## src/rtl/grab_arb_pkg.sv

```systemverilog
// Shared definitions for the two-master grab-window arbiter.
// Assumes a two-bit register address space; holds the owner encoding,
// register addresses and the bit positions inside the control and status words.
package grab_arb_pkg;

    typedef enum logic {
        OWN_A = 1'b0,
        OWN_B = 1'b1
    } owner_e;

    localparam int NUM_MASTERS = 2;
    localparam int ADDR_W      = 2;

    localparam logic [ADDR_W-1:0] ADDR_CTRL   = 2'd0;
    localparam logic [ADDR_W-1:0] ADDR_PERIOD = 2'd1;
    localparam logic [ADDR_W-1:0] ADDR_STAT   = 2'd2;

    localparam int CTRL_GRAB_BIT = 0;
    localparam int CTRL_IEN_BIT  = 1;
    localparam int STAT_TO_BIT   = 0;

endpackage

```

## src/rtl/grab_arb_regs.sv

```systemverilog
// Register file for the grab window: the grab bit, the interrupt enable,
// the period and the sticky timeout flag.
// Assumes one write per cycle. A timeout wins over a simultaneous software
// write of the grab bit, and setting the flag wins over clearing it.
module grab_arb_regs
    import grab_arb_pkg::*;
#(
    parameter int PW = 16
) (
    input  logic              clk,
    input  logic              rst_n,
    input  logic              wr,
    input  logic [ADDR_W-1:0] addr,
    input  logic [PW-1:0]     wdata,
    input  logic              timeout,
    output logic              grab,
    output logic              ien,
    output logic [PW-1:0]     period,
    output logic              flag
);

    logic wr_ctrl;
    logic wr_period;
    logic wr_stat;

    // Decode the single write strobe per register.
    always_comb begin
        wr_ctrl   = wr && (addr == ADDR_CTRL);
        wr_period = wr && (addr == ADDR_PERIOD);
        wr_stat   = wr && (addr == ADDR_STAT);
    end

    // Grab bit: hardware release on timeout, otherwise software controlled.
    always_ff @(posedge clk) begin
        if (!rst_n) begin
            grab <= 1'b0;
        end else if (timeout) begin
            grab <= 1'b0;
        end else if (wr_ctrl) begin
            grab <= wdata[CTRL_GRAB_BIT];
        end
    end

    // Interrupt enable bit.
    always_ff @(posedge clk) begin
        if (!rst_n) begin
            ien <= 1'b0;
        end else if (wr_ctrl) begin
            ien <= wdata[CTRL_IEN_BIT];
        end
    end

    // Window period, reset to the longest window.
    always_ff @(posedge clk) begin
        if (!rst_n) begin
            period <= '1;
        end else if (wr_period) begin
            period <= wdata;
        end
    end

    // Sticky timeout flag, cleared by writing one to its status bit.
    always_ff @(posedge clk) begin
        if (!rst_n) begin
            flag <= 1'b0;
        end else if (timeout) begin
            flag <= 1'b1;
        end else if (wr_stat && wdata[STAT_TO_BIT]) begin
            flag <= 1'b0;
        end
    end

endmodule

```

## src/rtl/grab_arb_window.sv

```systemverilog
// Window counter for the grab. It is zero while no grab is held and counts
// cycles while one is. The timeout fires once the count reaches the period.
// Assumes the grab drops in the cycle after a timeout, which the register
// file guarantees.
module grab_arb_window #(
    parameter int PW = 16
) (
    input  logic          clk,
    input  logic          rst_n,
    input  logic          grab,
    input  logic [PW-1:0] period,
    output logic          timeout
);

    logic [PW-1:0] count;

    // Timeout request: the window has used up its period.
    always_comb begin
        timeout = grab && (count >= period);
    end

    // Count cycles of an active grab, restarting from zero after each window.
    always_ff @(posedge clk) begin
        if (!rst_n) begin
            count <= '0;
        end else if (!grab || timeout) begin
            count <= '0;
        end else begin
            count <= count + PW'(1);
        end
    end

endmodule

```

## src/rtl/grab_arb_core.sv

```systemverilog
// Round-robin grant engine for the shared port. One transfer is in flight
// at a time. While the grab holds, master A is not eligible. Priority passes
// to the other master when each transfer completes.
// Assumes requests are held until acknowledged and that done arrives only
// while a transfer is active.
module grab_arb_core
    import grab_arb_pkg::*;
(
    input  logic                   clk,
    input  logic                   rst_n,
    input  logic [NUM_MASTERS-1:0] req,
    input  logic                   grab,
    input  logic                   done,
    output logic                   busy,
    output owner_e                 owner,
    output logic [NUM_MASTERS-1:0] ack
);

    logic [NUM_MASTERS-1:0] eligible;
    logic                   pick_valid;
    owner_e                 pick;
    owner_e                 favoured;

    // Mask master A while the grab is held.
    always_comb begin
        eligible         = req;
        eligible[OWN_A]  = req[OWN_A] && !grab;
        pick_valid       = |eligible;
    end

    // Choose the next owner, using the favoured master to break a tie.
    always_comb begin
        if (&eligible) begin
            pick = favoured;
        end else if (eligible[OWN_B]) begin
            pick = OWN_B;
        end else begin
            pick = OWN_A;
        end
    end

    // Transfer state: start at an idle arbitration point, end on done.
    always_ff @(posedge clk) begin
        if (!rst_n) begin
            busy  <= 1'b0;
            owner <= OWN_A;
        end else if (!busy && pick_valid) begin
            busy  <= 1'b1;
            owner <= pick;
        end else if (busy && done) begin
            busy  <= 1'b0;
        end
    end

    // Round-robin pointer: favour the master that did not just finish.
    always_ff @(posedge clk) begin
        if (!rst_n) begin
            favoured <= OWN_A;
        end else if (busy && done) begin
            favoured <= (owner == OWN_A) ? OWN_B : OWN_A;
        end
    end

    // Per-master completion acknowledges.
    for (genvar i = 0; i < NUM_MASTERS; i++) begin : g_ack
        assign ack[i] = busy && done && (owner == ((i == 0) ? OWN_A : OWN_B));
    end

endmodule

```

## src/rtl/grab_arbiter.sv

```systemverilog
// Top of the two-master grab-window arbiter. It connects the register file,
// the window counter and the grant engine, and maps the per-master
// handshakes onto the shared port.
// Assumes a single clock domain and a synchronous active-low reset.
module grab_arbiter
    import grab_arb_pkg::*;
#(
    parameter int PW = 16
) (
    input  logic              clk,
    input  logic              rst_n,
    input  logic              a_req,
    output logic              a_ack,
    input  logic              b_req,
    output logic              b_ack,
    output logic              bus_valid,
    output logic              bus_sel,
    input  logic              bus_done,
    input  logic              reg_wr,
    input  logic [ADDR_W-1:0] reg_addr,
    input  logic [PW-1:0]     reg_wdata,
    output logic              grab_active,
    output logic              timeout_flag,
    output logic              irq
);

    logic                   grab_q;
    logic                   ien_q;
    logic [PW-1:0]          period_q;
    logic                   flag_q;
    logic                   timeout;
    logic                   busy;
    owner_e                 owner;
    logic [NUM_MASTERS-1:0] req_vec;
    logic [NUM_MASTERS-1:0] ack_vec;

    // Gather the requests into a vector indexed by owner.
    always_comb begin
        req_vec[OWN_A] = a_req;
        req_vec[OWN_B] = b_req;
    end

    grab_arb_regs #(.PW(PW)) u_regs (
        .clk     (clk),
        .rst_n   (rst_n),
        .wr      (reg_wr),
        .addr    (reg_addr),
        .wdata   (reg_wdata),
        .timeout (timeout),
        .grab    (grab_q),
        .ien     (ien_q),
        .period  (period_q),
        .flag    (flag_q)
    );

    grab_arb_window #(.PW(PW)) u_window (
        .clk     (clk),
        .rst_n   (rst_n),
        .grab    (grab_q),
        .period  (period_q),
        .timeout (timeout)
    );

    grab_arb_core u_core (
        .clk   (clk),
        .rst_n (rst_n),
        .req   (req_vec),
        .grab  (grab_q),
        .done  (bus_done),
        .busy  (busy),
        .owner (owner),
        .ack   (ack_vec)
    );

    // Drive the port, acknowledge and status outputs.
    always_comb begin
        bus_valid    = busy;
        bus_sel      = (owner == OWN_B);
        a_ack        = ack_vec[OWN_A];
        b_ack        = ack_vec[OWN_B];
        grab_active  = grab_q;
        timeout_flag = flag_q;
        irq          = flag_q && ien_q;
    end

endmodule

```

## config.mk

```make
export PLATFORM = sky130hd
export DESIGN_NAME = grab_arbiter
export DESIGN_NICKNAME = d
export VERILOG_FILES = /design/src/rtl/grab_arb_pkg.sv /design/src/rtl/grab_arb_regs.sv /design/src/rtl/grab_arb_window.sv /design/src/rtl/grab_arb_core.sv /design/src/rtl/grab_arbiter.sv
export SDC_FILE = /design/constraint.sdc
export NUM_CORES = 1
export LEC_CHECK = 0
export BUFFER_PORTS_ARGS = -buffer_cell sky130_fd_sc_hd__buf_2
export CORE_MARGIN = 8
export CORE_UTILIZATION = 35
export DETAILED_ROUTE_END_ITERATION = 10
export SKIP_CTS_REPAIR_TIMING = 1
export SLEW_MARGIN = 10
export SYNTH_ARGS = -nofsm -noshare
export SYNTH_HDL_FRONTEND = slang
export SYNTH_SLANG_ARGS = --single-unit
export TNS_END_PERCENT = 10
```

## constraint.sdc

```tcl
create_clock -name clk -period 5.4 [get_ports clk]
set_input_delay 0.27 -clock clk [delete_from_list [all_inputs] [get_ports clk]]
set_output_delay 0.27 -clock clk [all_outputs]
set_load 0.02 [all_outputs]
```

==> results.toml <==
[drt]
detailroute.via_count = 1452
drt_iter0_markers = 35
detail_route.drc_violations = 0
wl_um = 3550
detail_route.vias_per_cell = 4.64
drt.antenna.violating_nets = 0
dr.pass1.iters = 4
wire_per_inst_um = 11.4

[timing]
timing.final.hold_violations = 0
slew_violations = 0
period_needed_ns = 2.32
finalSetupViolations = 0
max-slew-margin-rel_pct = 23.9
final.setup_skew_ns = 0.00247
grt_setup_unrepaired = "no"
max_slew.worst_pin.slew_ns = 1.14
finalWorstSetupSlack_ns = 3.08
finalCritPeriodShare_pct = 43.1
fmax_ghz = 0.430
final.setup.tns_ns = 0

[floorplan]
die_height_um = 89.0
pin_count = 31
floorplan.die_area_um2 = 7930
fp-row-count = 26
initial_utilization_pct = 36.3
core-area_um2 = 5140
die-width_um = 89.0

[placed_design]
pre_cts_ws_ns = 3.07
placement.io_buffers = 30
detailed_place_hpwl_um = 2760
place_congestion = 0.752

[yosys]
synth_compound_area_share_pct = 14.7
synth_fp_nets = 254
synth.mux.area_fraction_pct = 0.603
number_of_storage_elements_in_the_synthesis_netlist = 38
yosys_warnings = 0
post_synth_fa_ha_maj_area_fraction_pct = 11.4
synth_simple_gate_area_share_pct = 20.1
largest_family_of_logic_cells_by_synthesized_area = "simple AND/OR/NAND/NOR gates"
netlist-cell-type-count = 31
yosys.area_share.xor_xnor_pct = 6.57
part_of_the_yosys_area_used_for_sequential_elements_pct = 40.8
synth_area_per_cell_um2 = 8.76
synthCells = 213
post_synth_instance_area_um2 = 1870

[setup_path]
worstPathRequired_ns = 5.62
critPathTopFamily = "simple AND/OR/NAND/NOR gates"
path_class = "flip-flop to flip-flop"
kind_of_start_point_of_the_critical_path = "flip-flop"
path_buf_inv = 1
delay_of_the_slowest_cell_on_the_worst_path_ns = 0.75
ff2ff_path_depth = 7
arrival_ns = 2.54
worstPathCellList = "inv_1, ha_1, nand2b_4, a2111oi_4, nor4b_1, or4_1, nor2_1"
critical-path-slowest-cell = "sky130_fd_sc_hd__or4_1"
critical_path_end_type = "flip-flop"
cp_num_cells = 7
path_max_fanout = 16

[worst_hold_path]
timing.hold.worst.class = "input pin to flip-flop"
min_path_cells = 3

[cells_and_area]
ant_diodes = 0
n_fill_cell = 533
fin_util_pct = 41.8
finish.net_count = 284
area.growth.synth_to_final_pct = 15.1
drive_gt1_share_pct = 16.0

[power]
irDropWorstVdd_uv = 97.3
leakage_nw = 1.03
power_density_nw_per_um2 = 238

[clocking]
cts.clk_slew.worst_paths_ns = 0.07
cts_htree_levels = 2
tritoncts_num_sinks = 38
cts_root_buffer = "sky130_fd_sc_hd__clkbuf_8"
worst_skew_pair.late_latency_ns = 0.28
cts_buffer_depth = 2
clock_tree_from_tritoncts = "built"
tritoncts_buffer_count = 5

[global_routing]
grt_max_degree = 33
first_global_vias = 1341
global_route.usage.total_pct = 9.51
grt_pass1_wl_um = 5890
globalRouteOverflowTotal = 0
antenna_violations_before_repair = 0

[job]
maxCapViolations = 0

[status]
outcome = "finished, final reports clean"
-- synthesized netlist by cell type, drive strengths merged --
master | instances | area (µm²)
inv | 20 | 75.1
o31ai | 1 | 7.51
nor3b | 1 | 7.51
or4 | 1 | 7.51
a21o | 3 | 22.5
xnor2 | 6 | 52.6
a2111oi | 1 | 27.5
nor4b | 1 | 8.76
o21a | 1 | 7.51
and4 | 2 | 17.5
xor2 | 8 | 70.1
a21boi | 4 | 30.0
buf | 2 | 16.3
nand2 | 26 | 97.6
nor2 | 25 | 93.8
and2 | 3 | 18.8
ha | 17 | 213
nand4 | 4 | 25.0
o211ai | 16 | 120
nand3 | 7 | 35.0
o221ai | 1 | 8.76
mux2 | 1 | 11.3
clkbuf | 5 | 18.8
nand2b | 3 | 26.3
dfxtp | 38 | 761
and3 | 5 | 31.3
nor2b | 1 | 6.26
a21oi | 6 | 30.0
o21ai | 4 | 20.0
-- state kept, by name, summed over array words and instances (netlist names) --
register         cells
u_regs.ien           1
u_window.count      16
u_regs.grab          1
u_core.busy          1
u_core.favoured      1
u_regs.period       16
u_regs.flag          1
u_core.owner         1
-- worst register-to-register path: cells and delay by family (launching register included) --
family | cells | cell delay [ns]
adders and majority gates | 1 | 0.26
and+or+nand+nor | 4 | 1.19
AOI/OAI and AO/OA | 1 | 0.34
buffers and inverters | 1 | 0.06
DFF | 1 | 0.40
-- report_power, final --
group	switching [mW]	internal (mW)	leakage, nW	total [mW]
sequential	0.00397	0.289	0.310	0.293
combinational	0.0237	0.0190	0.682	0.0427
clock	0.0879	0.0887	0.0383	0.177
total	0.116	0.397	1.03	0.512
-- cells in the final DEF (no fill, tap or decap), types with 2 or more instances in the layout --
| cell | Yosys | routed |
|---|---|---|
| sky130_fd_sc_hd__nand3_1 | 7 | 7 |
| sky130_fd_sc_hd__clkbuf_8 | 0 | 5 |
| sky130_fd_sc_hd__xor2_1 | 8 | 8 |
| sky130_fd_sc_hd__xnor2_1 | 6 | 6 |
| sky130_fd_sc_hd__inv_1 | 20 | 20 |
| sky130_fd_sc_hd__nand2b_1 | 2 | 2 |
| sky130_fd_sc_hd__nand4_1 | 4 | 4 |
| sky130_fd_sc_hd__dfxtp_1 | 38 | 38 |
| sky130_fd_sc_hd__o21ai_0 | 4 | 4 |
| sky130_fd_sc_hd__nand2_1 | 26 | 26 |
| sky130_fd_sc_hd__ha_1 | 17 | 17 |
| sky130_fd_sc_hd__o211ai_1 | 16 | 16 |
| sky130_fd_sc_hd__and3_1 | 5 | 5 |
| sky130_fd_sc_hd__clkbuf_1 | 5 | 2 |
| sky130_fd_sc_hd__buf_2 | 1 | 30 |
| sky130_fd_sc_hd__a21o_1 | 3 | 3 |
| sky130_fd_sc_hd__a21boi_0 | 4 | 4 |
| sky130_fd_sc_hd__and2_1 | 3 | 3 |
| sky130_fd_sc_hd__nor2_1 | 25 | 24 |
| sky130_fd_sc_hd__and4_1 | 2 | 2 |
| sky130_fd_sc_hd__a21oi_1 | 6 | 6 |
-- through the flow --
stage	hold WS, ns	total power, mW	cell area, µm²	cells
finish	0.209	0.512	2150	313
global route	0.209	0.542	2150	313
CTS	0.201	0.521	2150	313
detailed placement	0.468	0.342	2070	306
global placement	0.454	0.342	2070	306
floorplan	0.408	0.326	1870	213
-- cell type report --
class	instances	area (µm²)	area share (%)
Multi-Input combinational cell	148	998	46.5
Sequential cell	38	761	35.4
Timing Repair Buffer	30	150	6.99
Tap cell	70	87.6	4.08
Clock buffer	7	76.3	3.55
Inverter	20	75.1	3.49
-- routing by layer --
metal / global-route usage [%] / part of all wire (%) / vias to the layer above
met5: 0 / 0 / -
met1: 11.7 / 49 / 639
met2: 14.8 / 42 / 25
met4: 4.08 / 1.7 / 0
li1: - / - / 782
met3: 3.13 / 6.8 / 6
-- path summary, 6_finish.rpt --
path	start	endpoint	slack (ns)
max	u_window.count[0]	u_window.count[9]	3.08
min	reg_wdata[15]	u_regs.period[15]	0.21
max reg2reg	u_window.count[0]	u_window.count[9]	3.08
min reg2reg	u_window.count[0]	u_window.count[0]	0.49
-- cells by family after synthesis --
family / Yosys count
and+or+nand+nor: 79
DFF: 38
AOI/OAI and AO/OA: 37
buffers and inverters: 27
adders and majority gates: 17
xor gates and xnor gates: 14
muxes: 1
(Power assumes the default switching activity.)
